## src/rtl/fpnc_pkg.sv

```systemverilog
package fpnc_pkg;

    localparam int FP_W   = 32;
    localparam int EXP_W  = 8;
    localparam int MAN_W  = 23;
    localparam int CLS_W  = 10;
    localparam logic [FP_W-1:0] CANON_QNAN = 32'h7FC0_0000;

    typedef enum logic [1:0] {
        GRP_SIGN  = 2'b00,
        GRP_MINMX = 2'b01,
        GRP_CMP   = 2'b10,
        GRP_CLASS = 2'b11
    } fpnc_grp_e;

    typedef enum logic [2:0] {
        MODE_0 = 3'b000,
        MODE_1 = 3'b001,
        MODE_2 = 3'b010,
        MODE_3 = 3'b011
    } fpnc_mode_e;

    typedef struct packed {
        logic invalid;
        logic div_zero;
        logic overflow;
        logic underflow;
        logic inexact;
    } fpnc_flags_t;

    typedef struct packed {
        logic [FP_W-1:0] val;
        logic            nan;
        logic            snan;
    } fpnc_opnd_t;

    function automatic logic mag_zero(input logic [FP_W-1:0] v);
        return v[FP_W-2:0] == '0;
    endfunction

    // Total order with -0 below +0; NaNs are handled by the caller.
    function automatic logic total_lt(input logic [FP_W-1:0] a, input logic [FP_W-1:0] b);
        if (a[FP_W-1] != b[FP_W-1]) return a[FP_W-1];
        if (a[FP_W-1])              return a[FP_W-2:0] > b[FP_W-2:0];
        return a[FP_W-2:0] < b[FP_W-2:0];
    endfunction

    function automatic logic [CLS_W-1:0] class_mask(input logic [FP_W-1:0] v);
        logic                 s;
        logic [EXP_W-1:0]     e;
        logic [MAN_W-1:0]     m;
        logic [CLS_W-1:0]     r;
        s = v[FP_W-1];
        e = v[FP_W-2:MAN_W];
        m = v[MAN_W-1:0];
        r = '0;
        if (e == '1) begin
            if (m == '0)          r[s ? 0 : 7] = 1'b1;
            else if (m[MAN_W-1])  r[9] = 1'b1;
            else                  r[8] = 1'b1;
        end else if (e == '0) begin
            if (m == '0)          r[s ? 3 : 4] = 1'b1;
            else                  r[s ? 2 : 5] = 1'b1;
        end else begin
            r[s ? 1 : 6] = 1'b1;
        end
        return r;
    endfunction

endpackage

```

## src/rtl/fpnc_unbox.sv

```systemverilog
module fpnc_unbox
    import fpnc_pkg::*;
#(
    parameter int DATA_W    = 64,
    parameter bit BOX_CHECK = 1'b1
) (
    input  logic [DATA_W-1:0] raw,
    output fpnc_opnd_t        opnd
);
    localparam int HI_W = DATA_W - FP_W;

    logic            box_ok;
    logic [FP_W-1:0] v;

    generate
        if (BOX_CHECK) begin : g_chk
            assign box_ok = raw[DATA_W-1:FP_W] == {HI_W{1'b1}};
        end else begin : g_nochk
            assign box_ok = 1'b1;
        end
    endgenerate

    assign v         = box_ok ? raw[FP_W-1:0] : CANON_QNAN;
    assign opnd.val  = v;
    assign opnd.nan  = (v[FP_W-2:MAN_W] == '1) && (v[MAN_W-1:0] != '0);
    assign opnd.snan = opnd.nan && !v[MAN_W-1];
endmodule

```

## src/rtl/fpnc_core.sv

```systemverilog
module fpnc_core
    import fpnc_pkg::*;
#(
    parameter int DATA_W = 64
) (
    input  logic [1:0]        op_sel,
    input  logic [2:0]        rm_sel,
    input  logic              op_mod,
    input  fpnc_opnd_t        a,
    input  fpnc_opnd_t        b,
    output logic [DATA_W-1:0] res,
    output fpnc_flags_t       flg
);
    localparam int HI_W = DATA_W - FP_W;

    logic            a_lt_b, both_zero, any_nan, any_snan;
    logic            sgn;
    logic [FP_W-1:0] inj;

    assign a_lt_b    = total_lt(a.val, b.val);
    assign both_zero = mag_zero(a.val) && mag_zero(b.val);
    assign any_nan   = a.nan || b.nan;
    assign any_snan  = a.snan || b.snan;

    always_comb begin
        res = '0;
        flg = '0;
        sgn = 1'b0;
        inj = '0;
        unique case (fpnc_grp_e'(op_sel))
            GRP_SIGN: begin
                if (rm_sel[2]) begin
                    flg.invalid = 1'b1;
                end else begin
                    unique case (rm_sel[1:0])
                        2'b00: sgn = b.val[FP_W-1];
                        2'b01: sgn = ~b.val[FP_W-1];
                        2'b10: sgn = a.val[FP_W-1] ^ b.val[FP_W-1];
                        default: sgn = a.val[FP_W-1];
                    endcase
                    inj = {sgn, a.val[FP_W-2:0]};
                    res = op_mod ? {{HI_W{sgn}}, inj} : {{HI_W{1'b1}}, inj};
                end
            end
            GRP_MINMX: begin
                if (rm_sel == MODE_0 || rm_sel == MODE_1) begin
                    flg.invalid = any_snan;
                    if (a.nan && b.nan)  inj = CANON_QNAN;
                    else if (a.nan)      inj = b.val;
                    else if (b.nan)      inj = a.val;
                    else if (rm_sel[0])  inj = a_lt_b ? b.val : a.val;
                    else                 inj = a_lt_b ? a.val : b.val;
                    res = {{HI_W{1'b1}}, inj};
                end else begin
                    flg.invalid = 1'b1;
                end
            end
            GRP_CMP: begin
                unique case (rm_sel)
                    MODE_0: begin
                        flg.invalid = any_nan;
                        res[0] = !any_nan && (both_zero || a_lt_b || a.val == b.val);
                    end
                    MODE_1: begin
                        flg.invalid = any_nan;
                        res[0] = !any_nan && !both_zero && a_lt_b;
                    end
                    MODE_2: begin
                        flg.invalid = any_snan;
                        res[0] = !any_nan && (both_zero || a.val == b.val);
                    end
                    default: flg.invalid = 1'b1;
                endcase
            end
            default: begin
                res[CLS_W-1:0] = class_mask(a.val);
            end
        endcase
    end
endmodule

```

## src/rtl/fpnc_outstage.sv

```systemverilog
module fpnc_outstage
    import fpnc_pkg::*;
#(
    parameter int DATA_W  = 64,
    parameter bit REG_OUT = 1'b1
) (
    input  logic              clk,
    input  logic              rst,
    input  logic              vld_in,
    input  logic [DATA_W-1:0] res_in,
    input  fpnc_flags_t       flg_in,
    output logic              vld_out,
    output logic [DATA_W-1:0] res_out,
    output fpnc_flags_t       flg_out
);
    generate
        if (REG_OUT) begin : g_reg
            always_ff @(posedge clk) begin
                if (rst) begin
                    vld_out <= 1'b0;
                    res_out <= '0;
                    flg_out <= '0;
                end else begin
                    vld_out <= vld_in;
                    if (vld_in) begin
                        res_out <= res_in;
                        flg_out <= flg_in;
                    end
                end
            end
        end else begin : g_comb
            assign vld_out = vld_in;
            assign res_out = res_in;
            assign flg_out = flg_in;
        end
    endgenerate
endmodule

```

## src/rtl/fp_noncomp_unit.sv

```systemverilog
module fp_noncomp_unit
    import fpnc_pkg::*;
#(
    parameter int DATA_W    = 64,
    parameter bit BOX_CHECK = 1'b1,
    parameter bit REG_OUT   = 1'b1
) (
    input  logic              clk,
    input  logic              rst,
    input  logic              in_valid,
    input  logic [1:0]        op_sel,
    input  logic [2:0]        rm_sel,
    input  logic              op_mod,
    input  logic [DATA_W-1:0] opa,
    input  logic [DATA_W-1:0] opb,
    output logic              out_valid,
    output logic [DATA_W-1:0] result,
    output logic [4:0]        flags
);
    fpnc_opnd_t        a_u, b_u;
    logic [DATA_W-1:0] res_n;
    fpnc_flags_t       flg_n, flg_q;

    fpnc_unbox #(.DATA_W(DATA_W), .BOX_CHECK(BOX_CHECK)) u_unbox_a (.raw(opa), .opnd(a_u));
    fpnc_unbox #(.DATA_W(DATA_W), .BOX_CHECK(BOX_CHECK)) u_unbox_b (.raw(opb), .opnd(b_u));

    fpnc_core #(.DATA_W(DATA_W)) u_core (
        .op_sel(op_sel), .rm_sel(rm_sel), .op_mod(op_mod),
        .a(a_u), .b(b_u), .res(res_n), .flg(flg_n)
    );

    fpnc_outstage #(.DATA_W(DATA_W), .REG_OUT(REG_OUT)) u_out (
        .clk(clk), .rst(rst), .vld_in(in_valid), .res_in(res_n), .flg_in(flg_n),
        .vld_out(out_valid), .res_out(result), .flg_out(flg_q)
    );

    assign flags = flg_q;

    // the arithmetic-only flags never leave the unit
    p_quiet_flags_r12: assert property (@(posedge clk) disable iff (rst)
        out_valid |-> flags[3:0] == 4'b0000);

    // classification yields exactly one bit in the low ten, nothing above
    p_class_onehot_r8: assert property (@(posedge clk) disable iff (rst)
        (in_valid && op_sel == 2'b11) |->
        ($countones(res_n[CLS_W-1:0]) == 1 && res_n[DATA_W-1:CLS_W] == '0));

    // comparison result is a single boolean bit
    p_cmp_bool_r6: assert property (@(posedge clk) disable iff (rst)
        (in_valid && op_sel == 2'b10) |-> res_n[DATA_W-1:1] == '0);

    // a valid min/max result is always boxed
    p_minmax_boxed_r4: assert property (@(posedge clk) disable iff (rst)
        (in_valid && op_sel == 2'b01 && !flg_n.invalid) |-> res_n[DATA_W-1:FP_W] == '1);

    generate
        if (REG_OUT) begin : g_reg_chk
            // valid tracks the input one cycle later
            p_valid_lag_r11: assert property (@(posedge clk) disable iff (rst)
                !$past(rst) |-> out_valid == $past(in_valid));
            // an idle cycle leaves the result untouched
            p_hold_r11: assert property (@(posedge clk) disable iff (rst)
                !in_valid |=> $stable(result) && $stable(flags));
        end
    endgenerate
endmodule

```

## config.mk

```make
export PLATFORM = sky130hd
export DESIGN_NAME = fp_noncomp_unit
export DESIGN_NICKNAME = d
export VERILOG_FILES = /design/src/rtl/fpnc_pkg.sv /design/src/rtl/fpnc_unbox.sv /design/src/rtl/fpnc_core.sv /design/src/rtl/fpnc_outstage.sv /design/src/rtl/fp_noncomp_unit.sv
export SDC_FILE = /design/constraint.sdc
export NUM_CORES = 1
export LEC_CHECK = 0
export BUFFER_PORTS_ARGS = -buffer_cell sky130_fd_sc_hd__buf_2
export CELL_PAD_IN_SITES_DETAIL_PLACEMENT = 1
export CELL_PAD_IN_SITES_GLOBAL_PLACEMENT = 1
export CORE_MARGIN = 2
export CORE_UTILIZATION = 34
export CTS_CLUSTER_DIAMETER = 120
export DETAILED_ROUTE_END_ITERATION = 8
export PLACE_DENSITY_LB_ADDON = 0.1
export SETUP_SLACK_MARGIN = 0.2
export SLEW_MARGIN = 20
export SYNTH_ARGS = -nofsm -noshare
export SYNTH_HDL_FRONTEND = slang
export SYNTH_SLANG_ARGS = --single-unit
```

## constraint.sdc

```tcl
create_clock -name clk -period 6.3 [get_ports clk]
set_clock_uncertainty 0.05 [all_clocks]
set_input_delay 0 -clock clk [delete_from_list [all_inputs] [get_ports clk]]
set_output_delay 0 -clock clk [all_outputs]
set_load 0.05 [all_outputs]
```

; Word-level counts from Yosys, hierarchy flattened
; Cells that the tools add are included.
; W data, S select, Z words.
[totals]
regBits = 66
output_inout_bits = 70
[classes]
n_lt_le_gt_ge = 10
eq_ne = 12
muxes = 46
bitwise = 2
reduce_logical = 34
[op_table]
columns = operator, n
row1 = $mux W32, 8
row2 = $mux W64, 3
row3 = $ge A32 B1 Y1 const B, 4
row4 = $lt A32 B6 Y1 const B, 4
row5 = $pmux W54 S2, 1
row6 = $eq A32 B32 Y1 const B, 2
row7 = $logic_not A31 Y1, 2
row8 = $reduce_bool A23 Y1, 2
row9 = $eq A32 B32 Y1, 1
row10 = $gt A31 B31 Y1, 1
row11 = $lt A31 B31 Y1, 1
row12 = $mux W10, 3
row13 = $pmux W9 S3, 1
row14 = $logic_not A23 Y1, 1
row15 = $demux W1 S4, 4
row16 = $eq A8 B8 Y1 const B, 2
row17 = $mux W1, 15
row18 = $logic_and A1 B1 Y1, 14
row19 = $mux W3, 4
row20 = $pmux W1 S3, 4
row21 = $logic_not A8 Y1, 1
row22 = $mux W8, 1
row23 = $logic_or A1 B1 Y1, 6
row24 = $eq A2 B1 Y1 const B, 2
row25 = 12 further kinds, 17

; Depth between registers and ports, before layout
; Gate-level depths: netlist of run 1.
[logic_depth]
depth_word = 14
depth_mapped = 20
ltp_nobuf = 16

; Cells and area by module
; From an unflattened synthesis of run 1, not the netlist that was laid out.
[unflattened]
hier_cells = 631
area_unflattened_um2 = 5323.9
[modules_own_cells]
columns = mod, n_inst, cells_per_inst, area_each_um2
row1 = fpnc_outstage, 1, 225, 2506.2
row2 = fpnc_core, 1, 280, 2021.9
row3 = fpnc_unbox, 2, 63, 397.9

; Worst setup path before layout of run 1
; No wires, ideal clock.
[synth_path]
path_kind = input to register
start = input port opb[62]
end = register u_out.res_out[3]
setup_ns = 0.122
arrival_time_ns = 3.837
required_time_ns = 6.128
setup_slack_ns = 2.291
stages = 20
n_path_buf = 4
cell_sequence = nand4_1 -> nor4_2 -> and2_1 -> buf_6 -> buf_4 -> clkbuf_1 -> nand2_1 -> ha_1 -> a21o_1 -> a21o_1 -> a21oi_1 -> nand2b_1 -> a211o_1 -> a31oi_1 -> o211ai_4 -> a211o_4 -> nand4_2 -> a21oi_2 -> buf_6 -> a221o_1
[synth_between]
elab_chain_cells = 13
elab_cells_between_ends = 21
classes_between = order compare (2) / eq/ne (3) / mux (13) / reduce/logical (3)
[synth_rtl]
columns = item, line
row1 = "start, declared", fp_noncomp_unit.sv:15  ; input logic [DATA_W-1:0] opb,
row2 = $eq A32 B32 Y1 *, fpnc_unbox.sv:17  ; assign box_ok = raw[DATA_W-1:FP_W] == {HI_W{1'b1}};
row3 = $mux W32 *, fpnc_unbox.sv:23  ; assign v = box_ok ? raw[FP_W-1:0] : CANON_QNAN;
row4 = $gt A31 B31 Y1, fpnc_pkg.sv:44  ; if (a[FP_W-1]) return a[FP_W-2:0] > b[FP_W-2:0];
row5 = $mux W1, fpnc_pkg.sv:44
row6 = $mux W1, fpnc_pkg.sv:45  ; return a[FP_W-2:0] < b[FP_W-2:0];
row7 = $mux W1, fpnc_pkg.sv:44
row8 = $mux W32 (on tied branches), "fpnc_core.sv:52, fpnc_core.sv:51"
row9 = $mux W32, fpnc_core.sv:51  ; else if (rm_sel[0]) inj = a_lt_b ? b.val : a.val;
row10 = $mux W32, fpnc_core.sv:50  ; else if (b.nan) inj = a.val;
row11 = $mux W32, fpnc_core.sv:49  ; else if (a.nan) inj = b.val;
row12 = $mux W32 *, fpnc_core.sv:48  ; if (a.nan && b.nan) inj = CANON_QNAN;
row13 = $mux W64 *, fpnc_core.sv:46  ; if (rm_sel == MODE_0 || rm_sel == MODE_1) begin
row14 = $pmux W9 S3 *, fpnc_core.sv:30  ; unique case (fpnc_grp_e'(op_sel))
row15 = "end signal, assigned", fpnc_outstage.sv:26  ; res_out <= res_in;
row16 = "end, declared", fpnc_outstage.sv:13  ; output logic [DATA_W-1:0] res_out,
; Every way passes the cells marked *; elsewhere a longest branch is shown, timed or not.
; A chain may end at the register's enable or synchronous reset.

; Worst setup path after layout of run 1
[layout_path]
start = input port opb[47]
end = register u_out.res_out[16]
[layout_between]
elab_chain_cells = 13
elab_cells_between_ends = 21
classes_between = order compare (2) / eq/ne (3) / mux (13) / reduce/logical (3)
[layout_rtl]
columns = item, line
row1 = $eq A32 B32 Y1 *, fpnc_unbox.sv:17
row2 = $mux W32 *, fpnc_unbox.sv:23
row3 = $gt A31 B31 Y1, fpnc_pkg.sv:44
row4 = $mux W1, fpnc_pkg.sv:44
row5 = $mux W1, fpnc_pkg.sv:45
row6 = $mux W1, fpnc_pkg.sv:44
row7 = $mux W32 (on tied branches), "fpnc_core.sv:52, fpnc_core.sv:51"
row8 = $mux W32, fpnc_core.sv:51
row9 = $mux W32, fpnc_core.sv:50
row10 = $mux W32, fpnc_core.sv:49
row11 = $mux W32 *, fpnc_core.sv:48
row12 = $mux W64 *, fpnc_core.sv:46
row13 = $pmux W54 S2 *, fpnc_core.sv:30
; Marks and branches as above.

==> flow_summary.json, run 1 <==
{
  "status": "completed",
  "hold_path_class": "primary input to flop",
  "async_flop_share": 0,
  "rsz0062_at_grt": "false",
  "drc_errors": 0,
  "hold_violations": 0,
  "cp.arrival_ps": 5450,
  "area_growth_pct": 33.5,
  "place.gp.congestion": 0.905,
  "drt-vias-per-instance": 5.70,
  "synth.area.top_cells": "dfxtp_1, ha_1, buf_4",
  "synth_common_cells": "nand2_1, nor2_1, buf_4",
  "synth-seq-cells": 35,
  "cts_tree": "yes",
  "cpMostUsedCell": "a21o_1",
  "dieArea_mm2": 0.0123,
  "grt_usage": 0.266,
  "post_synth.cell_area_avg_um2": 7.55,
  "path_cells": "buf_2 > nand4_1 > nor4_2 > and2_1 > nand2_1 > ha_1 > a21o_1 > a21o_1 > a21oi_1 > nand2b_1 > a211o_1 > a31oi_1 > o211ai_4 > o21ai_2 > nand4_2 > a21oi_2 > a221o_1 > dlygate4sd3_1",
  "criticalPathCategory": "primary input to flop",
  "grt_pass1_wl_mm": 26.4,
  "grt_start_max_net_pins": 34,
  "pwr_density_cell_mw_per_mm2": 136,
  "cts.sinks": 35,
  "synthCells": 513,
  "whs_ps": 11.0,
  "htree_num_levels": 2,
  "antenna_left": 0,
  "finalWorstSetupSlack_ps": 1020,
  "cpLargestDelayFamily": "compound AO/OA/AOI/OAI gates",
  "fin_crit_sh": 0.838,
  "die_w_um": 111,
  "synth_top_area_share": 0.181,
  "nets": 859,
  "max_freq_ghz": 0.190,
  "placed_area_mm2": 0.00472,
  "post-place-ws_ps": 1300,
  "ys_warn_count": 0,
  "finalSetupViolCount": 0,
  "synth_edf_count": 0,
  "cts.reportedPaths.clkPinSlew_ps": 60,
  "first_global_vias": 4959,
  "startpoint_type": "primary input",
  "start_util": 0.352,
  "antenna_cells": 0,
  "cts_inserted_buffers": 5,
  "relSlewSlack": 0.320,
  "cp_num_buf_inv": 2,
  "tightest_slew_ps": 1010,
  "post_cts_resize_count": 0,
  "yosys.area.top_type": "dfxtp_1",
  "fin_crit_ps": 5280,
  "wl_mm": 16.8,
  "synth_cell_types": 67,
  "vdd_ir_drop_max_v": 0.0000996,
  "finish.utilization": 0.470,
  "p_leak_nw": 2.49,
  "place_hpwl_mm": 13.3,
  "endpoint_kind": "flop",
  "coreArea_mm2": 0.0110,
  "final_area_mm2": 0.00517,
  "routedWlPerCell_um": 20.0,
  "ff2ff_setup_slack_ps": 4660,
  "drtIter0Drc": 243,
  "clockRootBuffer": "clkbuf_16",
  "clockBufferDepth": 2,
  "synth_ff_type": "dfxtp_1",
  "final_layout_size_suffix_gt1_frac": 0.348,
  "final.setup.tns_ps": 0,
  "dr_total_vias": 4786,
  "crit_path_max_fanout": 13,
  "port_buffers": 202,
  "firstDrtPassIters": 4,
  "required_ps": 6480,
  "antenna_found_initial": 0,
  "die_y_um": 111,
  "slowest_stage": "nor4_2",
  "overflow": 0,
  "synth-seq-area-share": 0.181,
  "clock_latency_ps": 280,
  "drv_cap": 0,
  "slowest_delay_ps": 900,
  "drv_slew": 0,
  "rows": 38,
  "syn-cell-area_mm2": 0.00387,
  "top_level_ports": 207
}
[layer usage]
layer,share of wire,GRT usage,vias to the layer above,routed length (um)
li1,-,-,2278,-
met1,0.43,0.331,2301,7210
met2,0.49,0.472,188,8270
met3,0.064,0.0569,19,1070
met4,0.014,0.0542,0,228
met5,0,0,-,0
[stage by stage]
step / power, mW / std cells
6_report: 0.701 / 839
5_1_grt: 0.727 / 839
4_1_cts: 0.704 / 839
3_5_place_dp: 0.407 / 803
3_3_place_gp: 0.405 / 803
2_1_floorplan: 0.344 / 516
[repair_timing]
action / 4_1_cts / 5_1_grt
hold endpoints to repair: 15 / 0
setup buffers: 0 / 0
hold buffers: 28 / 0
[layout by cell type (no fill, tap or decap), types with 7 or more instances in the layout]
| cell type | count |
|---|---|
| a21o_1 | 10 |
| a21oi_1 | 25 |
| a221o_1 | 16 |
| and2_1 | 16 |
| and3_1 | 22 |
| buf_2 | 202 |
| dfxtp_1 | 35 |
| dlygate4sd3_1 | 28 |
| ha_1 | 24 |
| inv_1 | 11 |
| nand2_1 | 48 |
| nand2b_1 | 13 |
| nand3_1 | 21 |
| nand4_1 | 31 |
| nor2_1 | 48 |
| nor2b_1 | 7 |
| nor3_1 | 15 |
| nor4_1 | 17 |
| o21ai_0 | 12 |
[cell families after synthesis]
kind of cell,Yosys count,synth area share
simple gates,255,0.366
xor+xnor,5,0.0113
flops,35,0.181
other cells,1,0.000969
fa+ha+maj,26,0.0834
mux,3,0.00905
compound gates,117,0.235
buf+inv,71,0.113
[power by group]
group | internal [mW] | leakage [nW] | switching, mW
clock network | 0.187 | 0.0838 | 0.104
registers | 0.226 | 0.284 | 0.00394
logic | 0.0586 | 2.12 | 0.122
[tightest hold or removal path: cells and delay by family]
family          cells  cell delay (ps)
compound gates      1              140
buf+inv             1              100
simple gates        1               60
[sequential cells by signal, summed over array words and instances, names as in the netlist]
register / cells
u_out.vld_out: 1
u_out.flg_out: 1
u_out.res_out: 33
[cell type report]
class	instances	area (um^2)
inverters	11	41.3
flip-flops and latches	35	701
multi-input cells	410	2750
clock buffers	5	125
clock inverters	3	43.8
well taps	140	175
repair buffers	235	1330
fillers	1440	5820
[final timing paths]
check                    start                end  cells after the start
max                    opb[47]  u_out.res_out[16]                     18
min                    opb[25]  u_out.res_out[25]                      3
max reg2reg   u_out.res_out[1]   u_out.res_out[1]                      5
min reg2reg  u_out.res_out[25]  u_out.res_out[25]                      2
Note: power is estimated with default switching activity, not from simulation.
==> inputs of run 2 (changes only) <==
- CORE_UTILIZATION: 34 -> 32
- clock period: 6.3 -> 5.15 ns (I/O delays scaled with it)
==> flow_summary.json, run 2 (synthesis gave the netlist of run 1 again) <==
{
  "crit_path_max_fanout": 13,
  "drv_cap": 0,
  "start_util": 0.325,
  "routedWlPerCell_um": 19.3,
  "largestRegisters": "u_out.res_out: 33 flops, u_out.flg_out: 1 flops, u_out.vld_out: 1 flops",
  "grt_start_max_net_pins": 34,
  "dr_total_vias": 4771,
  "relSlewSlack": 0.339,
  "hold_violations": 0,
  "status": "completed",
  "drt-vias-per-instance": 5.63,
  "startpoint_type": "primary input",
  "clockRootBuffer": "clkbuf_16",
  "fillers": 1522,
  "finalSetupViolCount": 0,
  "path_cells": "buf_2 > nand4_1 > nor4_2 > buf_4 > and2_1 > buf_4 > nand2_1 > ha_1 > nor2b_1 > o21ai_0 > a21oi_1 > a221oi_2 > o211ai_4 > o21ai_2 > nand4_2 > a21oi_2 > a221o_1 > dlygate4sd3_1",
  "endpoint_kind": "flop",
  "postCtsSetupBuffers": 0,
  "cts_inserted_buffers": 5,
  "rows": 40,
  "dieArea_mm2": 0.0130,
  "overflow": 0,
  "coreArea_mm2": 0.0119,
  "die_w_um": 114,
  "largest_reg_flops": 33,
  "p_leak_nw": 2.49,
  "clockBufferDepth": 2,
  "pwr_density_cell_mw_per_mm2": 159,
  "final_layout_size_suffix_gt1_frac": 0.348,
  "cts.sinks": 35,
  "hold_path_class": "primary input to flop",
  "cts_tree": "yes",
  "firstDrtPassIters": 4,
  "tightest_slew_ps": 983,
  "final_common_cell": "buf_2",
  "place_hpwl_mm": 13.2,
  "grt_usage": 0.243,
  "max_freq_ghz": 0.218,
  "cp.arrival_ps": 4770,
  "top_level_ports": 207,
  "vdd_ir_drop_max_v": 0.000104,
  "area_growth_pct": 33.7,
  "nets": 862,
  "drtIter0Drc": 199,
  "layout_common_cells": "buf_2, nand2_1, nor2_1, dfxtp_1, nand4_1",
  "top_register": "u_out.res_out",
  "antenna_left": 0,
  "antenna_found_initial": 0,
  "drc_errors": 0,
  "htree_num_levels": 2,
  "cts.reportedPaths.clkPinSlew_ps": 60,
  "cpMostUsedCell": "buf_4",
  "power.total_mw": 0.823,
  "slowest_stage": "a21oi_2",
  "criticalPathCategory": "primary input to flop",
  "fin_crit_sh": 0.890,
  "place.gp.congestion": 0.900,
  "drv_slew": 0,
  "antenna_cells": 0,
  "first_global_vias": 4791,
  "required_ps": 5330,
  "grt_pass1_wl_mm": 25.1,
  "clock_latency_ps": 280,
  "cp_num_buf_inv": 4,
  "die_y_um": 114,
  "slowest_delay_ps": 690,
  "final.setup.tns_ps": 0,
  "wl_mm": 16.4,
  "port_buffers": 202,
  "fin_crit_ps": 4590,
  "cpLargestDelayFamily": "compound AO/OA/AOI/OAI gates",
  "rsz0062_at_grt": "false"
}
==> run 2: final timing paths <==
path / slack [ps] / end / from / cells past startpoint
min reg2reg: 430 / u_out.res_out[24] / u_out.res_out[24] / 2
max reg2reg: 3540 / u_out.res_out[1] / u_out.res_out[1] / 5
max: 560 / u_out.res_out[17] / opb[62] / 18
min: 4 / u_out.res_out[6] / opa[6] / 3
==> run 2: timing repair <==
item | 4_1_cts | 5_1_grt
hold buffers | 29 | 0
hold endpoints to repair | 16 | 0
gates resized for setup | 0 | 0
==> run 2: final cells by class <==
cell class | instances | area (um^2) | area share
Sequential cell | 35 | 701 | 0.135
Clock inverter | 1 | 5.00 | 0.000967
Clock buffer | 6 | 139 | 0.0268
Inverter | 11 | 41.3 | 0.00798
Tap cell | 147 | 184 | 0.0355
Multi-Input combinational cell | 410 | 2750 | 0.532
Timing Repair Buffer | 238 | 1350 | 0.262
==> run 2: metrics by stage <==
stage          utilization  std cells  instance area (um^2)  hold slack (ps)  setup slack (ps)
3_3_place_gp         0.398        812                  4740              207              1000
6_report             0.434        848                  5170             4.22               564
5_1_grt              0.434        848                  5170             13.7               310
2_1_floorplan            -        516                  3880             87.8              1140
4_1_cts              0.434        848                  5170             6.70               589
3_5_place_dp         0.398        812                  4740              218               827
==> run 2: per-layer routing <==
| metal | up-vias | part of all wire | track usage |
|---|---|---|---|
| li1 | 2286 | - | - |
| met1 | 2306 | 0.45 | 0.323 |
| met2 | 159 | 0.48 | 0.418 |
| met3 | 20 | 0.055 | 0.0340 |
| met4 | 0 | 0.017 | 0.0561 |
| met5 | - | 0 | 0 |
==> run 2: tightest hold or removal path: cells and delay by family <==
family / cells / cell delay (ps)
AOI/OAI and AO/OA: 1 / 90
buffers and inverters: 1 / 110
and+or+nand+nor: 1 / 90
==> run 2: power breakdown <==
| group | leakage (nW) | internal [mW] | switching [mW] |
|---|---|---|---|
| sequential | 0.284 | 0.276 | 0.00493 |
| combinational | 2.14 | 0.0718 | 0.149 |
| clock | 0.0727 | 0.189 | 0.132 |
